## src/rtl/lts_pkg.sv

```systemverilog
package lts_pkg;

    typedef enum logic [1:0] {
        ST_IDLE  = 2'd0,
        ST_LOAD  = 2'd1,
        ST_RUN   = 2'd2,
        ST_DRAIN = 2'd3
    } lts_state_e;

    typedef enum logic [1:0] {
        LD_IDLE   = 2'd0,
        LD_SHIFT  = 2'd1,
        LD_STROBE = 2'd2
    } lts_ld_e;

    localparam logic [1:0] LTS_A_DELAY = 2'd0;
    localparam logic [1:0] LTS_A_COUNT = 2'd1;
    localparam logic [1:0] LTS_A_CMD   = 2'd2;

endpackage

```

## src/rtl/lts_serial_loader.sv

```systemverilog
module lts_serial_loader
    import lts_pkg::*;
#(
    parameter int DLY_W    = 8,
    parameter int SCLK_DIV = 4
) (
    input  logic             clk,
    input  logic             rst_n,
    input  logic             start,
    input  logic [DLY_W-1:0] value,
    output logic             sdata,
    output logic             sclk,
    output logic             load,
    output logic             ld_busy
);
    localparam int DIV_W = (SCLK_DIV > 2) ? $clog2(SCLK_DIV) : 1;
    localparam int BIT_W = (DLY_W > 2) ? $clog2(DLY_W) : 1;

    typedef struct packed {
        lts_ld_e          st;
        logic [DLY_W-1:0] sh;
        logic [DIV_W-1:0] ph;
        logic [BIT_W-1:0] nb;
    } ld_regs_t;

    ld_regs_t r_q, r_d;

    always_comb begin
        r_d = r_q;
        case (r_q.st)
            LD_IDLE: begin
                if (start) begin
                    r_d.st = LD_SHIFT;
                    r_d.sh = value;
                    r_d.ph = '0;
                    r_d.nb = '0;
                end
            end
            LD_SHIFT: begin
                if (r_q.ph == DIV_W'(SCLK_DIV - 1)) begin
                    r_d.ph = '0;
                    r_d.sh = {r_q.sh[DLY_W-2:0], 1'b0};
                    if (r_q.nb == BIT_W'(DLY_W - 1)) begin
                        r_d.st = LD_STROBE;
                    end else begin
                        r_d.nb = r_q.nb + BIT_W'(1);
                    end
                end else begin
                    r_d.ph = r_q.ph + DIV_W'(1);
                end
            end
            default: r_d.st = LD_IDLE;
        endcase
    end

    always_ff @(posedge clk or negedge rst_n) begin
        if (!rst_n) begin
            r_q <= '{st: LD_IDLE, sh: '0, ph: '0, nb: '0};
        end else begin
            r_q <= r_d;
        end
    end

    assign sdata   = (r_q.st == LD_SHIFT) && r_q.sh[DLY_W-1];
    assign sclk    = (r_q.st == LD_SHIFT) && (r_q.ph >= DIV_W'(SCLK_DIV / 2));
    assign load    = (r_q.st == LD_STROBE);
    assign ld_busy = (r_q.st != LD_IDLE);

    // the strobe lasts one cycle
    a_r3_strobe_single: assert property (@(posedge clk) disable iff (!rst_n)
        load |=> !load);

    // the strobe follows the high phase of the last shift clock
    a_r3_strobe_after_clock: assert property (@(posedge clk) disable iff (!rst_n)
        load |-> $past(sclk));

    // data does not move while the shift clock stays high
    a_r3_data_stable_high: assert property (@(posedge clk) disable iff (!rst_n)
        (sclk && $past(sclk)) |-> $stable(sdata));

endmodule

```

## src/rtl/lts_pulse_timer.sv

```systemverilog
module lts_pulse_timer #(
    parameter int PERIOD  = 40000,
    parameter int PULSE_W = 4,
    parameter int LATENCY = 128
) (
    input  logic clk,
    input  logic rst_n,
    input  logic en,
    output logic fire,
    output logic trig_out,
    output logic fe_trig,
    output logic fe_pend
);
    localparam int PER_W = (PERIOD > 2) ? $clog2(PERIOD) : 1;
    localparam int PW_W  = $clog2(PULSE_W + 1);
    localparam int LAT_W = $clog2(LATENCY) + 1;

    typedef struct packed {
        logic [PER_W-1:0] cnt;
        logic [PW_W-1:0]  pw;
        logic [LAT_W-1:0] lat;
        logic             pend;
        logic             fe;
    } tm_regs_t;

    tm_regs_t r_q, r_d;

    assign fire = en && (r_q.cnt == '0);

    always_comb begin
        r_d    = r_q;
        r_d.fe = 1'b0;
        if (!en) begin
            r_d.cnt = '0;
        end else if (r_q.cnt == PER_W'(PERIOD - 1)) begin
            r_d.cnt = '0;
        end else begin
            r_d.cnt = r_q.cnt + PER_W'(1);
        end

        if (fire) begin
            r_d.pw = PW_W'(PULSE_W);
        end else if (r_q.pw != '0) begin
            r_d.pw = r_q.pw - PW_W'(1);
        end

        if (fire) begin
            r_d.pend = 1'b1;
            r_d.lat  = LAT_W'(LATENCY - 1);
        end else if (r_q.pend) begin
            if (r_q.lat == '0) begin
                r_d.pend = 1'b0;
                r_d.fe   = 1'b1;
            end else begin
                r_d.lat = r_q.lat - LAT_W'(1);
            end
        end
    end

    always_ff @(posedge clk or negedge rst_n) begin
        if (!rst_n) begin
            r_q <= '0;
        end else begin
            r_q <= r_d;
        end
    end

    assign trig_out = (r_q.pw != '0);
    assign fe_trig  = r_q.fe;
    assign fe_pend  = r_q.pend;

    // one readout trigger cycle per event
    a_r7_fe_one_cycle: assert property (@(posedge clk) disable iff (!rst_n)
        fe_trig |=> !fe_trig);

    // a new trigger never starts on top of the previous pulse
    a_r5_fire_after_pulse: assert property (@(posedge clk) disable iff (!rst_n)
        fire |-> !trig_out);

    generate
        if (PULSE_W > 1) begin : g_width_chk
            // a pulse that has just risen is still high next cycle
            a_r6_width_hold: assert property (@(posedge clk) disable iff (!rst_n)
                $rose(trig_out) |=> trig_out);
        end
    endgenerate

endmodule

```

## src/rtl/laser_trig_seq.sv

```systemverilog
module laser_trig_seq
    import lts_pkg::*;
#(
    parameter int DLY_W    = 8,
    parameter int DATA_W   = 16,
    parameter int MAX_EVT  = 64776,
    parameter int PERIOD   = 40000,
    parameter int PULSE_W  = 4,
    parameter int LATENCY  = 128,
    parameter int SCLK_DIV = 4
) (
    input  logic              clk,
    input  logic              rst_n,
    input  logic              wr_en,
    input  logic [1:0]        wr_addr,
    input  logic [DATA_W-1:0] wr_data,
    output logic              dly_sdata,
    output logic              dly_sclk,
    output logic              dly_load,
    output logic              trig_out,
    output logic              fe_trig,
    output logic              busy
);
    typedef struct packed {
        lts_state_e        st;
        logic [DLY_W-1:0]  dly;
        logic [DATA_W-1:0] evt;
        logic [DATA_W-1:0] rem;
    } top_regs_t;

    top_regs_t r_q, r_d;

    logic is_cmd, go, halt, ld_start;
    logic ld_done, ld_busy;
    logic run_en, fire, fe_pend;

    assign is_cmd   = wr_en && (wr_addr == LTS_A_CMD);
    assign halt     = is_cmd && wr_data[1];
    assign go       = is_cmd && wr_data[0] && !wr_data[1];
    assign ld_start = (r_q.st == ST_IDLE) && go && (r_q.evt != '0);
    assign run_en   = (r_q.st == ST_RUN);

    lts_serial_loader #(
        .DLY_W   (DLY_W),
        .SCLK_DIV(SCLK_DIV)
    ) u_loader (
        .clk    (clk),
        .rst_n  (rst_n),
        .start  (ld_start),
        .value  (r_q.dly),
        .sdata  (dly_sdata),
        .sclk   (dly_sclk),
        .load   (ld_done),
        .ld_busy(ld_busy)
    );

    lts_pulse_timer #(
        .PERIOD (PERIOD),
        .PULSE_W(PULSE_W),
        .LATENCY(LATENCY)
    ) u_timer (
        .clk     (clk),
        .rst_n   (rst_n),
        .en      (run_en),
        .fire    (fire),
        .trig_out(trig_out),
        .fe_trig (fe_trig),
        .fe_pend (fe_pend)
    );

    always_comb begin
        r_d = r_q;
        if (wr_en && (wr_addr == LTS_A_DELAY)) begin
            r_d.dly = wr_data[DLY_W-1:0];
        end
        if (wr_en && (wr_addr == LTS_A_COUNT)) begin
            r_d.evt = (wr_data > DATA_W'(MAX_EVT)) ? DATA_W'(MAX_EVT) : wr_data;
        end
        case (r_q.st)
            ST_IDLE: begin
                if (ld_start) begin
                    r_d.st  = ST_LOAD;
                    r_d.rem = r_q.evt;
                end
            end
            ST_LOAD: begin
                if (halt) begin
                    r_d.st = ST_DRAIN;
                end else if (ld_done) begin
                    r_d.st = ST_RUN;
                end
            end
            ST_RUN: begin
                if (fire) begin
                    r_d.rem = r_q.rem - DATA_W'(1);
                    if (r_q.rem == DATA_W'(1)) begin
                        r_d.st = ST_DRAIN;
                    end
                end
                if (halt) begin
                    r_d.st = ST_DRAIN;
                end
            end
            default: begin
                if (!fe_pend && !ld_busy) begin
                    r_d.st = ST_IDLE;
                end
            end
        endcase
    end

    always_ff @(posedge clk or negedge rst_n) begin
        if (!rst_n) begin
            r_q <= '{st: ST_IDLE, dly: '0, evt: '0, rem: '0};
        end else begin
            r_q <= r_d;
        end
    end

    assign dly_load = ld_done;
    assign busy     = (r_q.st != ST_IDLE);

    // the run state always has events left to issue
    a_r8_run_has_events: assert property (@(posedge clk) disable iff (!rst_n)
        (r_q.st == ST_RUN) |-> (r_q.rem != '0));

    // once not busy, no readout trigger is outstanding
    a_r10_idle_no_pending: assert property (@(posedge clk) disable iff (!rst_n)
        !busy |-> !fe_pend);

    // the serial transfer and triggering never overlap
    a_r4_no_fire_while_loading: assert property (@(posedge clk) disable iff (!rst_n)
        ld_busy |-> !fire);

    // an idle sequencer with no events never enters the load
    a_r9_zero_count_stays_idle: assert property (@(posedge clk) disable iff (!rst_n)
        ((r_q.st == ST_IDLE) && (r_q.evt == '0)) |=> !ld_busy);

endmodule

```

## config.mk

```make
export PLATFORM = sky130hd
export DESIGN_NAME = laser_trig_seq
export DESIGN_NICKNAME = d
export VERILOG_FILES = /design/src/rtl/lts_pkg.sv /design/src/rtl/lts_serial_loader.sv /design/src/rtl/lts_pulse_timer.sv /design/src/rtl/laser_trig_seq.sv
export SDC_FILE = /design/constraint.sdc
export NUM_CORES = 1
export LEC_CHECK = 0
export BUFFER_PORTS_ARGS = -buffer_cell sky130_fd_sc_hd__buf_2
export CAP_MARGIN = 20
export CORE_ASPECT_RATIO = 0.8
export CORE_UTILIZATION = 50
export DETAILED_ROUTE_END_ITERATION = 12
export PLACE_DENSITY = 0.7
export SYNTH_ARGS = -nofsm -noshare
export SYNTH_HDL_FRONTEND = slang
export SYNTH_SLANG_ARGS = --single-unit
```

## constraint.sdc

```tcl
create_clock -name clk -period 2 [get_ports clk]
set_input_delay 0.1 -clock clk [delete_from_list [all_inputs] [get_ports clk]]
set_output_delay 0.1 -clock clk [all_outputs]
set_load 0.1 [all_outputs]
```

# Word level (Yosys, flattened, before mapping)
# Cells that the tools add are included.
[word_totals]
out_inout_bits = 6
reg_bits = 86
in_bits = 21
[op_classes]
n_reduce_logical = 36
order_cmp = 2
n_addsub = 6
eq_ne = 20
n_mux = 29
[ops]
columns = ["op", "n"]
rows = [
  ["2-to-1 mux 16 bit", 5],
  ["one-hot mux 16 bit (2 select lines)", 1],
  ["one-hot mux 13 bit (2 select lines)", 1],
  ["2-to-1 mux 10 bit", 2],
  ["2-to-1 mux 2 bit", 10],
  ["adder 16 x 1 -> 16 bit (second input constant)", 1],
  ["== test 16 x 1 -> 1 bit (second input constant)", 1],
  ["== test 16 bit (second input constant)", 1],
  ["greater-than comparator 16 bit (second input constant)", 1],
  ["zero test 16 bit", 1],
  ["nonzero test 16 bit", 1],
  ["subtractor 16 x 1 -> 16 bit (second input constant)", 1],
  ["2-to-1 mux 15 bit", 1],
  ["logical AND 1 bit", 12],
  ["2-to-1 mux 3 bit", 4],
  ["nonzero test 2 bit", 6],
  ["inequality test 2 bit (second input constant)", 5],
  ["2-to-1 mux 9 bit", 1],
  ["inequality test 3 bit (second input constant)", 3],
  ["AND reduction 3 bit", 3],
  ["== test 2 bit (second input constant)", 4],
  ["zero test 8 bit", 1],
  ["2-to-1 mux 8 bit", 1],
  ["subtractor 8 x 1 -> 8 bit (second input constant)", 1],
  ["17 further kinds", 25],
]

# Longest topological paths before layout
[logic_depth]
ltp_word = 8
depth_mapped = 9
depth_no_buf = 7

# Cells and area by module
# From an unflattened synthesis, not the netlist that was laid out.
[unflattened]
cells_unflattened = 457
hier_area_um2 = 4598.2
[modules_own_cells]
columns = ["module", "cells_per_inst", "seq_area_each_um2", "instances", "area_per_inst_um2"]
rows = [
  ["laser_trig_seq", 236, 1051.0, 1, 2245.9],
  ["lts_pulse_timer", 153, 725.7, 1, 1516.5],
  ["lts_serial_loader", 68, 375.4, 1, 835.8],
]

# Worst setup path before layout
# OpenSTA, ideal clock, no wires.
[synth_timing]
path_kind = "register to register"
startpoint = "register r_q[40] (netlist name)"
endpoint = "register r_q[6] (netlist name)"
t_arrival_ns = 2.148
setup_ns = 0.143
path_slack_ns = -0.290
stages_incl_launch_ff = 9
n_path_buf = 2
required_ns = 1.857
synth_period_minus_slack_ns = 2.290
cell_sequence = "dfrtp_1 -> inv_1 -> ha_1 -> buf_2 -> inv_1 -> a21oi_2 -> buf_2 -> a2111oi_0 -> o22ai_1"
[synth_between]
elab_chain_len = 5
word_cells_on_any_way = 10
[synth_lines]
columns = ["element", "line", "rtl"]
rows = [
  ["from (decl)", "laser_trig_seq.sv:31", "top_regs_t r_q, r_d;"],
  ["from (signal assigned)", "laser_trig_seq.sv:114", "r_q <= '{st: ST_IDLE, dly: '0, evt: '0, rem: '0};"],
  ["from (signal assigned)", "laser_trig_seq.sv:116", "r_q <= r_d;"],
  ["zero test 2 bit", "laser_trig_seq.sv:40, laser_trig_seq.sv:79", ""],
  ["logical AND 1 bit (2 in series)", "laser_trig_seq.sv:40", "assign ld_start = (r_q.st == ST_IDLE) && go && (r_q.evt != '0);"],
  ["inequality test 2 bit (no source line)", "-", ""],
  ["AND reduction 3 bit (no source line)", "-", ""],
]
# Parallel ways exist; a longest one is shown, timed or not.
# A chain may end at the register's enable or synchronous reset.

# Worst setup path after layout
[layout_timing]
startpoint = "register r_q[27] (netlist name)"
endpoint = "register r_q[12] (netlist name)"
[layout_between]
elab_chain_len = 4
[layout_lines]
columns = ["element", "line"]
rows = [
  ["nonzero test 16 bit", "laser_trig_seq.sv:40"],
  ["logical AND 1 bit", "laser_trig_seq.sv:40"],
  ["inequality test 2 bit (no source line)", "-"],
  ["AND reduction 3 bit (no source line)", "-"],
]
# No other way between the ends.

==> results.cfg <==
[routing]
vias = 3988
dr.pass1.iters = 5
drc = 0
post_drt_via_cell_ratio = 5.72
final_antenna_net_count = 0
drtIter0Drc = 274
wirelength_um = 11200
wl_per_cell_um = 16.1

[run_status]
run_status = complete, but fails checks
failed_checks = negative setup slack

[clock_tree]
clk_latency_ns = 0.35
cts_tree = built
cts_made_buffers = 9
cts_buffer_depth = 2
htree_levels = 3
cts_root_buffer = clkbuf_16
cts_sinks = 86
clk_pin_slew_worst_paths_ns = 0.06

[synth]
syn_inst = 477
ys.flop_type = dfrtp_1
synth_edf_count = 0
ys_types = 56
synthArstFlopShare = 1.00
yosys_warnings = 0
syn_area_um2 = 4580
avgSynthCellArea_um2 = 9.60
syn-num-nets = 514
synth-seq-area-share = 0.470
synth-seq-cells = 86

[timing]
finalCritPeriodShare = 1.03
slew_violations = 0
setup_violations = 9
fmax_mhz = 485
fin_crit_ns = 2.06
fin_ws_ns = -0.0602
fin_hold_ws_ns = 0.0166
finalHoldViolCount = 0
relSlewSlack = 0.512
tightest_slew_ns = 0.729
rsz0062_at_grt = true
finClkSkew_ns = 0.00646

[setup_path]
path_class = flip-flop to flip-flop
start_kind = flip-flop
cp_slowest_cell = dfrtp_1
crit_required_ns = 2.23
timing.critical_path.buf_inv = 3
cp_cell_sequence = nor4_4 -> buf_4 -> nand4_1 -> buf_4 -> a21oi_4 -> buf_4 -> o31ai_1 -> a221o_1
cp.arrival_ns = 2.29
cp_common_cell = buf_4
crit_family = compound AO/OA/AOI/OAI gates
path_max_fanout = 5
max_stage_delay_ns = 0.41
endpoint_kind = flip-flop
path_depth = 8
reg2reg_depth = 8

[power]
vdd_drop_max_v = 0.000695
power.internal_mw = 4.85
combPwrFrac = 0.421
clkPwrFrac = 0.243
p_sw_mw = 2.96
power.leakage_nw = 2.61
swShare = 0.379
power-per-cell-area_nw_per_um2 = 1310
p_seq_frac = 0.336
power_mw = 7.81

[global_routing]
overflow = 0
grt_pass1_vias = 3788
grt_max_degree = 37
grt_first_pass_wirelength_um = 18300
antenna_found_initial = 0
grt_use_total = 0.252

[finish]
syn_to_final_growth_pct = 29.7
fin_util = 0.685
layout_common_cells = dfrtp_1 (85), buf_4 (71), nor2_1 (55)
nets = 617
drive_gt1_frac = 0.272
diodes = 0
layout_commonest_cell = dfrtp_1

[worst_hold_path]
whs_path_depth = 2
hold_class = primary input to flip-flop

[floorplanning]
dieHeight_um = 87.6
core_area_um2 = 8670
die_w_um = 109
dieArea_um2 = 9540
start_util = 0.528
rows = 30
ios = 27

[placement]
pre_cts_slack_ns = -0.140
gp_congestion = 0.870
io_buffers = 26
dp_hpwl_um = 7790

[flow_run]
cap_violations = 0
[state kept, by name, summed over array words and instances (netlist names)]
name and cells:
r_q 42, u_loader.r_q 15, u_timer.fe_pend 1, u_timer.fe_trig 1
u_timer.r_q 27
[stage by stage]
step / setup TNS [ns] / area (um^2) / instances
6_report: -0.218 / 5940 / 697
3_3_place_gp: -1.17 / 5350 / 669
3_5_place_dp: -1.37 / 5350 / 669
2_1_floorplan: -0.492 / 4610 / 477
5_1_grt: -1.21 / 5940 / 697
4_1_cts: -0.0875 / 5840 / 694
[cells in the mapped netlist, drive strengths merged (3+ instances only)]
library cell | n | area, um^2
nor4 | 12 | 96.3
ha | 16 | 200
a211oi | 3 | 22.5
nor2 | 55 | 206
clkbuf | 9 | 33.8
xor2 | 12 | 105
and4 | 4 | 35.0
nand2 | 55 | 206
a21oi | 17 | 88.8
nand4 | 7 | 43.8
nor3 | 14 | 70.1
nor2b | 3 | 18.8
xnor2 | 6 | 52.6
o31a | 3 | 26.3
dfrtp | 86 | 2150
o21a | 4 | 30.0
nor3b | 5 | 52.6
o31ai | 8 | 60.1
and2 | 3 | 18.8
o21ai | 24 | 120
a2111oi | 4 | 35.0
a31oi | 8 | 50.1
a21o | 3 | 22.5
mux2i | 11 | 114
nand2b | 4 | 25.0
or4 | 5 | 37.5
mux2 | 11 | 124
nand3 | 15 | 75.1
a22o | 9 | 78.8
inv | 22 | 82.6
buf | 7 | 46.3
and3 | 6 | 37.5
or3 | 5 | 31.3
[worst reg2reg max path: cells and delay by family, from the launching register on]
family / cells / cell delay [ns]
AND/OR/NAND/NOR: 2 / 0.43
AO/OA/AOI/OAI: 3 / 0.60
flip-flops: 1 / 0.41
buffers and inverters: 3 / 0.50
[path summary, 6_finish.rpt]
kind / end / slack, ns / from
max reg2reg: r_q[12] / -0.06 / r_q[27]
max: r_q[12] / -0.06 / r_q[27]
min in group asynchronous: u_timer.r_q[11] / 0.24 / rst_n
max in group asynchronous: u_timer.r_q[8] / 1.16 / rst_n
min: r_q[18] / 0.02 / wr_data[2]
min reg2reg: u_loader.r_q[0] / 0.48 / u_loader.r_q[0]
[cell families (layout without fill, tap and decap cells)]
| logic type | count (synthesis) | after routing | share of synthesized area |
|---|---|---|---|
| DFF | 86 | 86 | 0.470 |
| adders and majority gates | 16 | 16 | 0.0437 |
| AOI/OAI and AO/OA | 98 | 98 | 0.146 |
| xor gates and xnor gates | 18 | 18 | 0.0344 |
| muxes | 22 | 22 | 0.0519 |
| and+or+nand+nor | 199 | 199 | 0.218 |
| buffers and inverters | 38 | 146 | 0.0355 |
[final cells by class]
cell class,instances,area [um^2]
sequential,86,2150
clock inverter,4,77.6
inverter,22,86.3
tap,112,140
clock buffer,12,267
fill,635,2730
multi-input combinational,353,2390
timing repair buffer,108,821
[power by group through the flow]
stage / combinational [mW] / sequential [mW] / clock [mW]
after floorplan: 2.05 / 2.52 / 0
after global placement: 2.98 / 2.57 / 0
after detailed placement: 3.07 / 2.59 / 0
after CTS: 3.18 / 2.58 / 1.93
after global routing: 3.63 / 2.67 / 1.99
final: 3.29 / 2.62 / 1.90
[layer usage]
layer / up-vias / GRT usage / share of wire
met3: 15 / 0.0551 / 0.041
met2: 85 / 0.396 / 0.46
li1: 1920 / - / -
met4: 0 / 0.0725 / 0.014
met1: 1968 / 0.353 / 0.48
met5: - / 0 / 0
[what timing repair did]
action                                 in CTS  in global routing
pin swaps                                   2                  3
setup buffers                               0                  2
resized for setup                          12                 19
setup endpoints to repair                  39                 30
hold buffers                                9                  0
endpoints found under the hold margin      38                  0
gates cloned                                0                  1
Note: power is estimated with default switching activity, not from simulation.
